==> src/rtl/irq_agg_pkg.sv <==
package irq_agg_pkg;
  localparam int DW = 8;
  localparam int AW = 3;
  localparam int NUM_SRC = 3;            // 0: DMA, 1: SCSI A, 2: SCSI B

  localparam int ADDR_INTSTAT   = 0;
  localparam int ADDR_STAT_BASE = 1;
  localparam int ADDR_EN_BASE   = 4;

  // Conditional SCSI events halt only when enabled.
  localparam logic [DW-1:0] A_COND_MASK  = 8'h70;
  localparam logic [DW-1:0] B_COND_MASK  = 8'h03;
  localparam logic [DW-1:0] B_DEFER_MASK = 8'h04;
  localparam logic [DW-1:0] DMA_RD_FORCE = 8'h80;

  localparam int ABORT_BIT = 4;          // DMA status bit set by the abort write
  localparam int SWINT_BIT = 2;          // DMA status bit set by a halting software interrupt
  localparam int WR_ABORT  = 7;          // interrupt status data bit requesting abort
  localparam int WR_FLYCLR = 2;          // interrupt status data bit clearing the fly flag

  typedef struct packed {
    logic [NUM_SRC-1:0] wrEn;            // write enable byte i
    logic [NUM_SRC-1:0] clrStat;         // read-clear status byte i
    logic               wrIntHi;
    logic               abortSet;
    logic               swDmaSet;
    logic               flySet;
    logic               flyClr;
  } strobe_t;
endpackage

==> src/rtl/irq_agg_ctrl.sv <==
module irq_agg_ctrl
  import irq_agg_pkg::*;
(
  input  logic          clk,
  input  logic          rstN,
  input  logic          regWrEn,
  input  logic          regRdEn,
  input  logic [AW-1:0] regAddr,
  input  logic          wrAbortBit,
  input  logic          wrFlyClrBit,
  input  logic          swIntReq,
  input  logic          swIntFly,
  input  logic          busInsn,
  input  logic [DW-1:0] dmaEvt,
  input  logic [DW-1:0] scsiEvt0,
  input  logic [DW-1:0] scsiEvt1,
  input  logic [DW-1:0] scsiEn0,
  input  logic [DW-1:0] scsiEn1,
  output strobe_t       strobe,
  output logic          haltReq
);
  logic deferFlag;
  logic fatalA, fatalB, deferHit, stoEvt, haltNext;

  always_comb begin
    strobe = '0;
    for (int i = 0; i < NUM_SRC; i++) begin
      strobe.wrEn[i]    = regWrEn && (regAddr == AW'(ADDR_EN_BASE + i));
      strobe.clrStat[i] = regRdEn && (regAddr == AW'(ADDR_STAT_BASE + i));
    end
    strobe.wrIntHi  = regWrEn && (regAddr == AW'(ADDR_INTSTAT));
    strobe.abortSet = strobe.wrIntHi && wrAbortBit;
    strobe.flyClr   = strobe.wrIntHi && wrFlyClrBit;
    strobe.swDmaSet = swIntReq && !swIntFly;
    strobe.flySet   = swIntReq && swIntFly;
  end

  always_comb begin
    fatalA   = |(scsiEvt0 & (scsiEn0 | ~A_COND_MASK));
    fatalB   = |(scsiEvt1 & (scsiEn1 | ~B_COND_MASK) & ~B_DEFER_MASK);
    stoEvt   = |(scsiEvt1 & B_DEFER_MASK);
    deferHit = busInsn && deferFlag;
    haltNext = (|dmaEvt) || strobe.abortSet || strobe.swDmaSet ||
               fatalA || fatalB || deferHit;
  end

  always_ff @(posedge clk or negedge rstN) begin
    if (!rstN) begin
      haltReq   <= 1'b0;
      deferFlag <= 1'b0;
    end else begin
      haltReq   <= haltNext;
      deferFlag <= stoEvt || (deferFlag && !busInsn);
    end
  end

  AST_DMA_HALT: assert property (@(posedge clk) disable iff (!rstN)
    (|dmaEvt) |=> haltReq);

  AST_DEFER_HALT: assert property (@(posedge clk) disable iff (!rstN)
    (busInsn && deferFlag) |=> haltReq);

  AST_DEFER_DISARM: assert property (@(posedge clk) disable iff (!rstN)
    (busInsn && !stoEvt) |=> !deferFlag);

  AST_STO_NO_HALT: assert property (@(posedge clk) disable iff (!rstN)
    (scsiEvt1 == B_DEFER_MASK && dmaEvt == '0 && scsiEvt0 == '0 &&
     !swIntReq && !regWrEn && !busInsn) |=> !haltReq);

  AST_FLY_NO_HALT: assert property (@(posedge clk) disable iff (!rstN)
    (strobe.flySet && dmaEvt == '0 && scsiEvt0 == '0 && scsiEvt1 == '0 &&
     !regWrEn && !busInsn) |=> !haltReq);
endmodule

==> src/rtl/irq_agg_datapath.sv <==
module irq_agg_datapath
  import irq_agg_pkg::*;
(
  input  logic          clk,
  input  logic          rstN,
  input  strobe_t       strobe,
  input  logic          regRdEn,
  input  logic [AW-1:0] regAddr,
  input  logic [DW-1:0] regWrData,
  input  logic [DW-1:0] dmaEvt,
  input  logic [DW-1:0] scsiEvt0,
  input  logic [DW-1:0] scsiEvt1,
  output logic [DW-1:0] scsiEn0,
  output logic [DW-1:0] scsiEn1,
  output logic [DW-1:0] regRdData,
  output logic [DW-1:0] intStatus,
  output logic          irq
);
  localparam int HW = DW / 2;

  logic [NUM_SRC-1:0][DW-1:0] statQ;
  logic [NUM_SRC-1:0][DW-1:0] enQ;
  logic [NUM_SRC-1:0][DW-1:0] setVec;
  logic [HW-1:0]              hiNib;
  logic                       flyQ;
  logic                       dmaPend, scsiPend;

  always_comb begin
    setVec[0] = dmaEvt;
    setVec[0][ABORT_BIT] = dmaEvt[ABORT_BIT] | strobe.abortSet;
    setVec[0][SWINT_BIT] = dmaEvt[SWINT_BIT] | strobe.swDmaSet;
    setVec[1] = scsiEvt0;
    setVec[2] = scsiEvt1;
  end

  always_ff @(posedge clk or negedge rstN) begin
    if (!rstN) begin
      statQ <= '0;
      enQ   <= '0;
      hiNib <= '0;
      flyQ  <= 1'b0;
    end else begin
      for (int i = 0; i < NUM_SRC; i++) begin
        statQ[i] <= (strobe.clrStat[i] ? '0 : statQ[i]) | setVec[i];
        if (strobe.wrEn[i]) enQ[i] <= regWrData;
      end
      if (strobe.wrIntHi) hiNib <= regWrData[DW-1:HW];
      flyQ <= strobe.flySet || (flyQ && !strobe.flyClr);
    end
  end

  always_comb begin
    dmaPend   = |(statQ[0] & enQ[0]);
    scsiPend  = |(statQ[1] & enQ[1]) || |(statQ[2] & enQ[2]);
    intStatus = {hiNib, 1'b0, flyQ, scsiPend, dmaPend};
    irq       = dmaPend || scsiPend || flyQ;
  end

  always_comb begin
    regRdData = '0;
    if (regRdEn) begin
      if (regAddr == AW'(ADDR_INTSTAT)) regRdData = intStatus;
      for (int i = 0; i < NUM_SRC; i++) begin
        if (regAddr == AW'(ADDR_STAT_BASE + i))
          regRdData = statQ[i] | ((i == 0) ? DMA_RD_FORCE : '0);
        if (regAddr == AW'(ADDR_EN_BASE + i))
          regRdData = enQ[i];
      end
    end
  end

  assign scsiEn0 = enQ[1];
  assign scsiEn1 = enQ[2];

  AST_STICKY_DMA: assert property (@(posedge clk) disable iff (!rstN)
    !strobe.clrStat[0] |=> ((statQ[0] & $past(statQ[0])) == $past(statQ[0])));

  AST_STICKY_SCSI: assert property (@(posedge clk) disable iff (!rstN)
    !strobe.clrStat[1] |=> ((statQ[1] & $past(statQ[1])) == $past(statQ[1])));

  AST_DMA_RD_B7: assert property (@(posedge clk) disable iff (!rstN)
    (regRdEn && regAddr == AW'(ADDR_STAT_BASE)) |-> regRdData[DW-1]);

  AST_HI_NIBBLE: assert property (@(posedge clk) disable iff (!rstN)
    strobe.wrIntHi |=> (intStatus[DW-1:HW] == $past(regWrData[DW-1:HW])));

  AST_QUIET_IRQ: assert property (@(posedge clk) disable iff (!rstN)
    (statQ == '0 && !flyQ) |-> !irq);
endmodule

==> src/rtl/irq_status_agg.sv <==
module irq_status_agg
  import irq_agg_pkg::*;
(
  input  logic          clk,
  input  logic          rstN,
  input  logic          regWrEn,
  input  logic          regRdEn,
  input  logic [AW-1:0] regAddr,
  input  logic [DW-1:0] regWrData,
  output logic [DW-1:0] regRdData,
  input  logic [DW-1:0] dmaEvt,
  input  logic [DW-1:0] scsiEvt0,
  input  logic [DW-1:0] scsiEvt1,
  input  logic          swIntReq,
  input  logic          swIntFly,
  input  logic          busInsn,
  output logic [DW-1:0] intStatus,
  output logic          irq,
  output logic          haltReq
);
  strobe_t       strobe;
  logic [DW-1:0] scsiEn0, scsiEn1;

  irq_agg_ctrl u_ctrl (
    .clk(clk), .rstN(rstN), .regWrEn(regWrEn), .regRdEn(regRdEn),
    .regAddr(regAddr), .wrAbortBit(regWrData[WR_ABORT]),
    .wrFlyClrBit(regWrData[WR_FLYCLR]), .swIntReq(swIntReq),
    .swIntFly(swIntFly), .busInsn(busInsn), .dmaEvt(dmaEvt),
    .scsiEvt0(scsiEvt0), .scsiEvt1(scsiEvt1), .scsiEn0(scsiEn0),
    .scsiEn1(scsiEn1), .strobe(strobe), .haltReq(haltReq)
  );

  irq_agg_datapath u_dp (
    .clk(clk), .rstN(rstN), .strobe(strobe), .regRdEn(regRdEn),
    .regAddr(regAddr), .regWrData(regWrData), .dmaEvt(dmaEvt),
    .scsiEvt0(scsiEvt0), .scsiEvt1(scsiEvt1), .scsiEn0(scsiEn0),
    .scsiEn1(scsiEn1), .regRdData(regRdData), .intStatus(intStatus),
    .irq(irq)
  );
endmodule

==> config.mk <==
export PLATFORM = sky130hd
export DESIGN_NAME = irq_status_agg
export DESIGN_NICKNAME = d
export VERILOG_FILES = /design/src/rtl/irq_agg_pkg.sv /design/src/rtl/irq_agg_ctrl.sv /design/src/rtl/irq_agg_datapath.sv /design/src/rtl/irq_status_agg.sv
export SDC_FILE = /design/constraint.sdc
export NUM_CORES = 1
export LEC_CHECK = 0
export CORE_MARGIN = 5
export CORE_UTILIZATION = 46
export CTS_BUF_LIST = sky130_fd_sc_hd__clkbuf_16
export CTS_CLUSTER_DIAMETER = 200
export CTS_CLUSTER_SIZE = 40
export DETAILED_ROUTE_END_ITERATION = 12
export MAX_ROUTING_LAYER = met4
export PLACE_DENSITY = 0.76
export REMOVE_ABC_BUFFERS = 1
export SLEW_MARGIN = 15
export SYNTH_ARGS = -nofsm -noshare
export SYNTH_HDL_FRONTEND = slang
export SYNTH_SLANG_ARGS = --single-unit
==> constraint.sdc <==
create_clock -name clk -period 1.6 [get_ports clk]
set_input_delay 0.32 -clock clk [delete_from_list [all_inputs] [get_ports clk]]
set_output_delay 0.32 -clock clk [all_outputs]
set_load 0.02 [all_outputs]
Word-level counts from Yosys, hierarchy flattened --
Cells that the tools add are included. W data, S select, Z words.
Operators by class: equal/unequal tests 6, reductions and logical operators 34, muxes and demuxes 11, bitwise gates (word level) 10
Operator list (count):
- $mux W8 | 11
- $and A8 B8 Y8 | 5
- $reduce_or A8 Y1 | 5
- $or A8 B8 Y8 | 3
- $logic_and A1 B1 Y1 | 14
- $logic_or A1 B1 Y1 | 10
- $eq A3 B3 Y1 const B | 3
- $reduce_or A7 Y1 | 1
- $eq A3 B2 Y1 const B | 2
- $eq A3 B1 Y1 const B | 1
- $logic_not A1 Y1 | 3
- $logic_not A3 Y1 | 1
- $or A1 B1 Y1 | 2
Storage, ports and cells: output and inout bits 18, word-level logic and storage cells 71, flip-flop bits (word level) 55, input bits 42

Logic depth before layout (Yosys ltp) --
Gate-level depths: netlist of run 1.
depth in word-level cells 11, depth in mapped cells 6, mapped depth without buffers 4

Cells and area by module --
A second synthesis of run 1 with hierarchy kept.
Second synthesis, totals: cell total of the unflattened synthesis 273, area total of the unflattened synthesis 2972.9 um2
By module, submodules not included:
- irq_agg_datapath | instances 1, cells each 246, area each 2717.6 um2, seq. area each 1326.3 um2
- irq_agg_ctrl | instances 1, cells each 27, area each 255.2 um2, seq. area each 50.0 um2

Worst setup path after synthesis of run 1 --
OpenSTA, ideal clock, no wires.
path kind input to output, from in regAddr[2], to out regRdData[0], buffers on the path 2, cell stages on the path 6, path slack -268 ps, data required time 1280 ps, arrival 1548 ps, cell sequence buf_6 -> buf_6 -> nand2b_1 -> a31oi_1 -> o21ai_0 -> a221oi_1
Between the ends: cells in the longest elaborated chain, start to end 9, elaborated cells between the ends (all ways) 15, those cells by class eq/ne (6); mux (8); reduce/logical (1)
RTL lines:
- start: declaration | RTL line irq_status_agg.sv:8 | input logic [AW-1:0] regAddr,
- $logic_not A3 Y1 | RTL line irq_agg_datapath.sv:62 | if (regAddr == AW'(ADDR_INTSTAT)) regRdData = intStatus;
- $mux W8 | RTL line irq_agg_datapath.sv:62
- $mux W8 | RTL line irq_agg_datapath.sv:64 | if (regAddr == AW'(ADDR_STAT_BASE + i))
- $mux W8 | RTL line irq_agg_datapath.sv:66 | if (regAddr == AW'(ADDR_EN_BASE + i))
- $mux W8 | RTL line irq_agg_datapath.sv:64
- $mux W8 | RTL line irq_agg_datapath.sv:66
- $mux W8 | RTL line irq_agg_datapath.sv:64
- $mux W8 (*) | RTL line irq_agg_datapath.sv:66
- $mux W8 (*) | RTL line irq_agg_datapath.sv:61 | if (regRdEn) begin
- end: declaration | RTL line irq_status_agg.sv:10 | output logic [DW-1:0] regRdData,
Mark *: on every way between the ends. The rest lies on a longest branch, timed or not.

Final worst setup path of run 1 --
from reg u_dp.statQ[15] (netlist bit), to out irq
Between the ends: cells in the longest elaborated chain, start to end 5
RTL lines:
- start: declaration | RTL line irq_agg_datapath.sv:21 | logic [NUM_SRC-1:0][DW-1:0] statQ;
- start signal: indexed assignment | RTL line irq_agg_datapath.sv:44 | statQ[i] <= (strobe.clrStat[i] ? '0 : statQ[i]) | setVec[i];
- $and A8 B8 Y8 | RTL line irq_agg_datapath.sv:54 | scsiPend = |(statQ[1] & enQ[1]) || |(statQ[2] & enQ[2]);
- $reduce_or A8 Y1 | RTL line irq_agg_datapath.sv:54
- $logic_or A1 B1 Y1 | RTL line irq_agg_datapath.sv:54
- $logic_or A1 B1 Y1 (2 in series) | RTL line irq_agg_datapath.sv:56 | irq = dmaPend || scsiPend || flyQ;
- end: declaration | RTL line irq_status_agg.sv:18 | output logic irq,
Every way passes these cells.

==> metrics.md, run 1 <==
| Metric | Value |
|---|---|
| Status | complete, but fails checks |
| Violated checks | setup timing |
| Clock Pin Slew Worst Setup and Hold Paths | about 0.070 ns |
| Die Width | just under 90 um |
| RSZ-0062 raised after global routing | yes |
| Detailed Routing Iterations Pass 1 | 5 |
| Post-synth EDFFs | 0 |
| First-pass GRT wire length | roughly 15000 um |
| Synth Instances | ~240 |
| Synth unique cells | 44 |
| Share of cells above drive strength 1 | 0.5000 |
| Area Growth Syn to Fin | 62.75% |
| Number of I/O pins | 60 |
| Vias | roughly 2700 |
| Fillers | 380 |
| Fin Setup TNS | -3.690 ns |
| Gp weighted congestion | ~0.94 |
| Setup ws final | -0.5292 ns |
| Worst slack at placement | -1.204 ns |
| DR WL/cell | roughly 20 um |
| Count of final setup violators | 12 |
| FF-to-FF path depth | 5 |
| Final std cells w/o fill | 473 |
| Power Dens Cells | around 890 nW/um2 |
| Post-Syn Area per Cell | 11.80 um2 |
| Clk_skew | around 0.0022 ns |
| Placed cells | roughly 460 |
| DRC Markers | 0 |
| CTS sink cnt | 55 |
| Tot GR Track Use | 0.2617 |
| WP data required | approximately 1.3 ns |
| DP HPWL | 6980 um |
| Most frequent cells in the layout | buf_4, dfrtp_1, clkdlybuf4s50_1, mux2_2 |
| Die Height | between 80 and 90 um |
| VDD IR-drop max | about 0.61 mV |
| NumNets Final | approximately 440 |
| Initial DRC Count | between 200 and 250 |
| Clk_lat worst skew | between 0.2 and 0.3 ns |
| Max-cap violations | 0 |
| Startpoint types | flip-flop |
| Pin count of the biggest net entering global routing | 56 |
| Min Tclk post-route | ~2.1 ns |
| Initial Utilization | 0.4742 |
| Number of inserted diodes | 0 |
| DRT antenna net count | 0 |
| Site Rows | 28 |
| Crit-path max FO | 2 |
| Final Max Slew Viols | 0 |
| Vias/cell | about 5.8 |
| I/O Buffers | 58 |
| Antenna violations before repair | 0 |
| Core footprint | approximately 6000 um2 |
| FF+latch count, synth | 55 |
| HP Class | in -> async |
| CTS Buffer Depth | 2 |
| Grt total ovfl | 0 |
| R2r setup slk | roughly 0.06 ns |
| Commonest non-fill, non-tap cell in the layout | buf_4 |
| F_max | between 400 and 500 MHz |
| Critical Path AT | 1.81 ns |
| CTS tree | done |
| Num CTS Buffers | 5 |
| Final WL | 9376 um |
| Worst reg2reg endpoint | u_ctrl.haltReq$_DFF_PN0_ |
| Primary FF master, synth | dfrtp_1 |
| Crit. End Element | primary output |
| Worst R2R Start | u_dp.scsiEn0[4]$_DFFE_PN0P_ |
| CTS Root Cell | clkbuf_16 |
| CTS H-tree depth | 2 |
| Mapped cell area | 2808 um2 |
| Lkg Pwr | between 2 and 2.5 nW |
| Layout Utilization | 0.7718 |
| Hold Fails Final Rpt | 0 |
| Vias in the first global route | 2817 |
| Fin crit share | 1.331 |
| Register area share after synthesis | 0.4902 |
| DIE AREA | 7766 um2 |
| CTS Hold Bufs | 0 |
| YS warnings | 0 |
| Worst Path Class, Setup | reg -> out |
| Async set or reset register ratio after synthesis | 1.000 |
-- area by class of cell --
type	count	area (um2)	share of cell area
sequential	55	1376	0.3012
multi-input combinational	163	1461	0.3198
timing repair buffer	168	1485	0.3250
tap	75	93.84	0.02054
clock inverter	3	12.51	0.002738
inverter	4	15.01	0.003286
clock buffer	5	125.1	0.02738
-- registers in the layout, summed over array words and instances, names as in the netlist --
signal,count
u_dp.hiNib,4
u_dp.scsiEn1,8
u_ctrl.haltReq,1
u_dp.scsiEn0,8
u_dp.statQ,24
u_dp.flyQ,1
u_dp.enQ,8
u_ctrl.deferFlag,1
-- synth_stat cells (6+ instances only) --
cell type | instances | area share
nand2_1 | 8 | 0.011
o211a_1 | 6 | 0.021
mux2_2 | 32 | 0.13
nand2b_1 | 6 | 0.013
o21ai_0 | 10 | 0.018
a21o_1 | 23 | 0.061
a21oi_1 | 7 | 0.012
buf_4 | 7 | 0.019
dfrtp_1 | 55 | 0.49
a22o_1 | 6 | 0.019
a22oi_1 | 12 | 0.032
-- power breakdown --
part	leakage (nW)	switching [mW]	internal (mW)
clock	0.0762	0.493	0.568
combinational	1.34	0.524	0.760
sequential	0.584	0.141	1.57
total	2.00	1.16	2.90
-- how the worst max path moves through the flow --
stage / from / endpoint / depth (start not counted)
floorplan: regAddr[1] / regRdData[1] / 4
global placement: regAddr[1] / regRdData[1] / 7
detailed placement: regAddr[2] / regRdData[2] / 8
CTS: u_dp.scsiEn0[7]$_DFFE_PN0P_ / irq / 6
global route: u_dp.statQ[15]$_DFF_PN0_ / irq / 6
finish: u_dp.statQ[15]$_DFF_PN0_ / irq / 6
-- per-layer routing --
metal / vias to the layer above / track usage / wire [um]
met5: - / - / 0
met4: 0 / 0.07692 / 191
met3: 18 / 0.04610 / 596
met2: 115 / 0.4329 / 4681
met1: 1357 / 0.3296 / 3906
li1: 1235 / - / -
-- cells by family (layout without fill, tap and decap cells) --
| group | count (synthesis) | count (layout) | synth area share |
|---|---|---|---|
| AO/OA/AOI/OAI | 86 | 86 | 0.2357 |
| flip-flops | 55 | 55 | 0.4902 |
| AND/OR/NAND/NOR | 42 | 42 | 0.09091 |
| multiplexers | 34 | 34 | 0.1355 |
| buffers and inverters | 20 | 180 | 0.04634 |
| other | 1 | 1 | 0.001336 |
-- critical path, cell delays in order, from the launching register on --
cell and delay [ns]:
dfrtp_1 0.39, a22o_1 0.28, a221oi_2 0.27, and4_4 0.30, buf_6 0.11, nand2_2 0.04, buf_6 0.12
-- timing repair --
action	CTS	global route
setup endpoints to repair	54	27
hold endpoints to repair	0	0
pin swaps	19	19
buffers inserted	5	4
resized for setup	120	21
cloned	1	0
-- stage by stage --
step | total power [mW] | area, um2 | hold slack [ns]
after floorplan | 2.144 | 2693 | 0.02441
after global placement | 2.834 | 4160 | 0.3386
after detailed placement | 2.865 | 4160 | 0.3439
after CTS | 3.996 | 4481 | 0.03253
after global routing | 4.218 | 4569 | 0.05206
final | 4.057 | 4569 | 0.007302
No activity file was read; power rests on OpenSTA's default activity.
==> run 2, diff against run 1 <==
--- a/config.mk
+++ b/config.mk
@@ -5,7 +5,8 @@
 export SDC_FILE = /design/constraint.sdc
 export NUM_CORES = 1
 export LEC_CHECK = 0
-export CORE_MARGIN = 5
+export ABC_AREA = 1
+export CORE_MARGIN = 2
 export CORE_UTILIZATION = 46
 export CTS_BUF_LIST = sky130_fd_sc_hd__clkbuf_16
 export CTS_CLUSTER_DIAMETER = 200
==> metrics.md, run 2 <==
| Metric | Value |
|---|---|
| Vias | 3066 (+13%) |
| Initial DRC Count | 173 (-23%) |
| Post-synth EDFFs | 0 (unchanged) |
| Initial Utilization | 0.4707 (-0.003517) |
| Hold slack final | 0.01370 ns (+0.006403 ns) |
| Setup ws final | -0.3350 ns (+0.1942 ns) |
| CTS tree | done |
| Synth Instances | 357 (+50%) |
| FF+latch count, synth | 55 (unchanged) |
| DP HPWL | 6955 um (-0.35%) |
| FF-to-FF path depth | 5 (unchanged) |
| NumNets Final | 559 (+27%) |
| Antenna violations before repair | 0 (unchanged) |
| Tot GR Track Use | 0.3123 (+0.05054) |
| Pin count of the biggest net entering global routing | 56 (unchanged) |
| CTS H-tree depth | 2 (unchanged) |
| Most common cell in the netlist | nand2_1 |
| Final WL | 9602 um (+2.4%) |
| Area leader, netlist | dfrtp_1 |
| Mapped cell area | 2754 um2 (-1.9%) |
| Hold Fails Final Rpt | 0 (unchanged) |
| Share of cells above drive strength 1 | 0.3591 (-0.1409) |
| YS warnings | 0 (unchanged) |
| Reg with most FFs | u_dp.statQ |
| Vias/cell | 5.170 (-10%) |
| Grt total ovfl | 0 (unchanged) |
| DR WL/cell | 16.19 um (-18%) |
| Fin Setup TNS | -2.198 ns (+1.492 ns) |
| Layout Utilization | 0.7926 (+0.02079) |
| Die Height | 81.38 um (-7.7%) |
| Number of I/O pins | 60 (unchanged) |
| Synth top area cells | dfrtp_1, nand2_1, o21ai_0 |
| Most frequent cells in the layout | nand2_1, buf_4, dfrtp_1, inv_1, clkdlybuf4s50_1 |
| Crit-path max FO | 2 (unchanged) |
| F_max | 516.8 MHz (+10%) |
| Commonest non-fill, non-tap cell in the layout | nand2_1 |
| Number of inserted diodes | 0 (unchanged) |
| CTS Buffer Depth | 2 (unchanged) |
| Primary FF master, synth | dfrtp_1 |
| Core footprint | 5851 um2 (-1.2%) |
| VDD IR-drop max | 0.6453 mV (+5.3%) |
| Worst slack at placement | -1.117 ns (+0.08781 ns) |
| Register area share after synthesis | 0.4998 (+0.009577) |
| Max reg flops | 24 (unchanged) |
| Synth unique cells | 29 (-34%) |
| Lkg Pwr | 2.389 nW (+19%) |
| Detailed Routing Iterations Pass 1 | 5 (unchanged) |
| Max-cap violations | 0 (unchanged) |
| Power Dens Cells | 877.3 nW/um2 (-1.2%) |
| RSZ-0062 raised after global routing | yes |
| Fillers | 418 (+10%) |
| Violated checks | setup timing |
| Clk_lat worst skew | 0.29 ns (about the same) |
| DIE AREA | 6622 um2 (-15%) |
| CTS Root Cell | clkbuf_16 |
| Crit. End Element | primary output |
| Worst Path Class, Setup | reg -> out |
| I/O Buffers | 58 (unchanged) |
| Commonest cells in the synthesized netlist | nand2_1, dfrtp_1, inv_1, o21ai_0, nor2_1 |
| DRC Markers | 0 (unchanged) |
| Fin crit share | 1.209 (-0.1214) |
| Gp weighted congestion | 0.9095 (-3.5%) |
| Vias in the first global route | 3111 (+10%) |
| HP Class | in -> async |
| WP data required | 1.28 ns (about the same) |
| Area Growth Syn to Fin | 68.38% |
| Count of final setup violators | 11 (-1) |
| Num CTS Buffers | 5 (unchanged) |
| Share of the synthesized area in the top cell type | 0.4998 (+0.009577) |
| Critical Path AT | 1.61 ns (-0.20 ns) |
| Crit path to | regRdData[0] |
| Min Tclk post-route | 1.935 ns (-0.1942 ns) |
| R2r setup slk | 0.24 ns (+0.18 ns) |
| Post-Syn Area per Cell | 7.714 um2 (-35%) |
| Async set or reset register ratio after synthesis | 1.000 (unchanged) |
| Worst reg2reg endpoint | u_ctrl.haltReq$_DFF_PN0_ |
| DRT antenna net count | 0 (unchanged) |
| First-pass GRT wire length | 14850 um (+1.4%) |
| Clock Pin Slew Worst Setup and Hold Paths | 0.07 ns (about the same) |
| Status | complete, but fails checks |
| Clk_skew | 0.002212 ns (+0.00005831 ns) |
| Site Rows | 28 (unchanged) |
| Die Width | 81.38 um (-7.7%) |
| Startpoint types | flip-flop |
| CTS sink cnt | 55 (unchanged) |
| Final Max Slew Viols | 0 (unchanged) |
| Critical Path Start | u_dp.enQ[7]$_DFFE_PN0P_ |
| Worst R2R Start | u_dp.scsiEn0[4]$_DFFE_PN0P_ |
==> run 2: cell types whose count changed after synthesis, sizes merged, moves of 10 or more <==
cell | before | now
inv | 4 | 50
mux2 | 32 | 0
nor2 | 5 | 23
nand2 | 8 | 118
buf | 15 | 5
o21bai | 0 | 12
o21ai | 10 | 48
a21o | 23 | 2
a22oi | 13 | 0
==> run 2: cells by family (layout without fill, tap and decap cells) <==
group                  after synthesis  after routing  share of synthesized area
AND/OR/NAND/NOR                    158            158                     0.2344
flip-flops                          55             55                     0.4998
buffers and inverters               59            220                    0.08632
other                                1              1                   0.001362
AO/OA/AOI/OAI                       84             84                     0.1781
==> run 2: critical path, stage by stage (launching register included) <==
cell	delay, ns
dfrtp_1	0.40
nand2_2	0.10
nand2_2	0.07
nor2_4	0.12
nand2_2	0.06
nand2_1	0.05
nand4_1	0.09
a211oi_2	0.18
nor2_1	0.09
buf_4	0.16
==> run 2: cell type report <==
cell class	instances	area (um2)	area share
clock buffers	5	125.1	0.02698
multi-input cells	243	1364	0.2941
inverters	50	210.2	0.04533
flip-flops and latches	55	1376	0.2968
clock inverters	3	11.26	0.002428
repair buffers	162	1456	0.3141
well taps	75	93.84	0.02024
==> run 2: per-stage QoR <==
step | cells | power, mW | cell area (um2)
5_1_grt | 593 | 4.258 | 4637
2_1_floorplan | 348 | 2.077 | 2704
4_1_cts | 583 | 3.929 | 4466
3_3_place_gp | 561 | 2.730 | 4011
6_report | 593 | 4.068 | 4637
3_5_place_dp | 561 | 2.754 | 4011
==> run 2: power breakdown <==
part           leakage, nW  internal (mW)  switching (mW)  total (mW)
Sequential           0.600           1.55          0.0993        1.65
Clock               0.0701          0.565           0.469        1.03
Combinational         1.72          0.731           0.658        1.39
==> run 2: how the worst min path moves through the flow <==
stage | from | end | slack [ns] | depth (start not counted)
2_1_floorplan | rstN | u_ctrl.deferFlag$_DFF_PN0_ | 0.02 | 0
3_3_place_gp | rstN | u_dp.enQ[7]$_DFFE_PN0P_ | 0.34 | 2
3_5_place_dp | rstN | u_dp.enQ[3]$_DFFE_PN0P_ | 0.34 | 2
4_1_cts | rstN | u_dp.enQ[3]$_DFFE_PN0P_ | 0.03 | 2
5_1_grt | rstN | u_dp.enQ[3]$_DFFE_PN0P_ | 0.03 | 2
6_report | rstN | u_dp.enQ[7]$_DFFE_PN0P_ | 0.01 | 2
==> run 2: repair_timing <==
action,4_1_cts,5_1_grt
pin swaps,32,26
endpoints found under the setup margin,27,15
hold buffers,0,0
setup buffers,16,12
gates resized for setup,155,28
==> run 2: layer usage <==
metal,vias up,share of wire,track usage
li1,1473,-,-
met1,1461,0.41,0.3802
met2,96,0.49,0.5066
met3,36,0.047,0.04222
met4,0,0.050,0.1610
met5,-,0,-
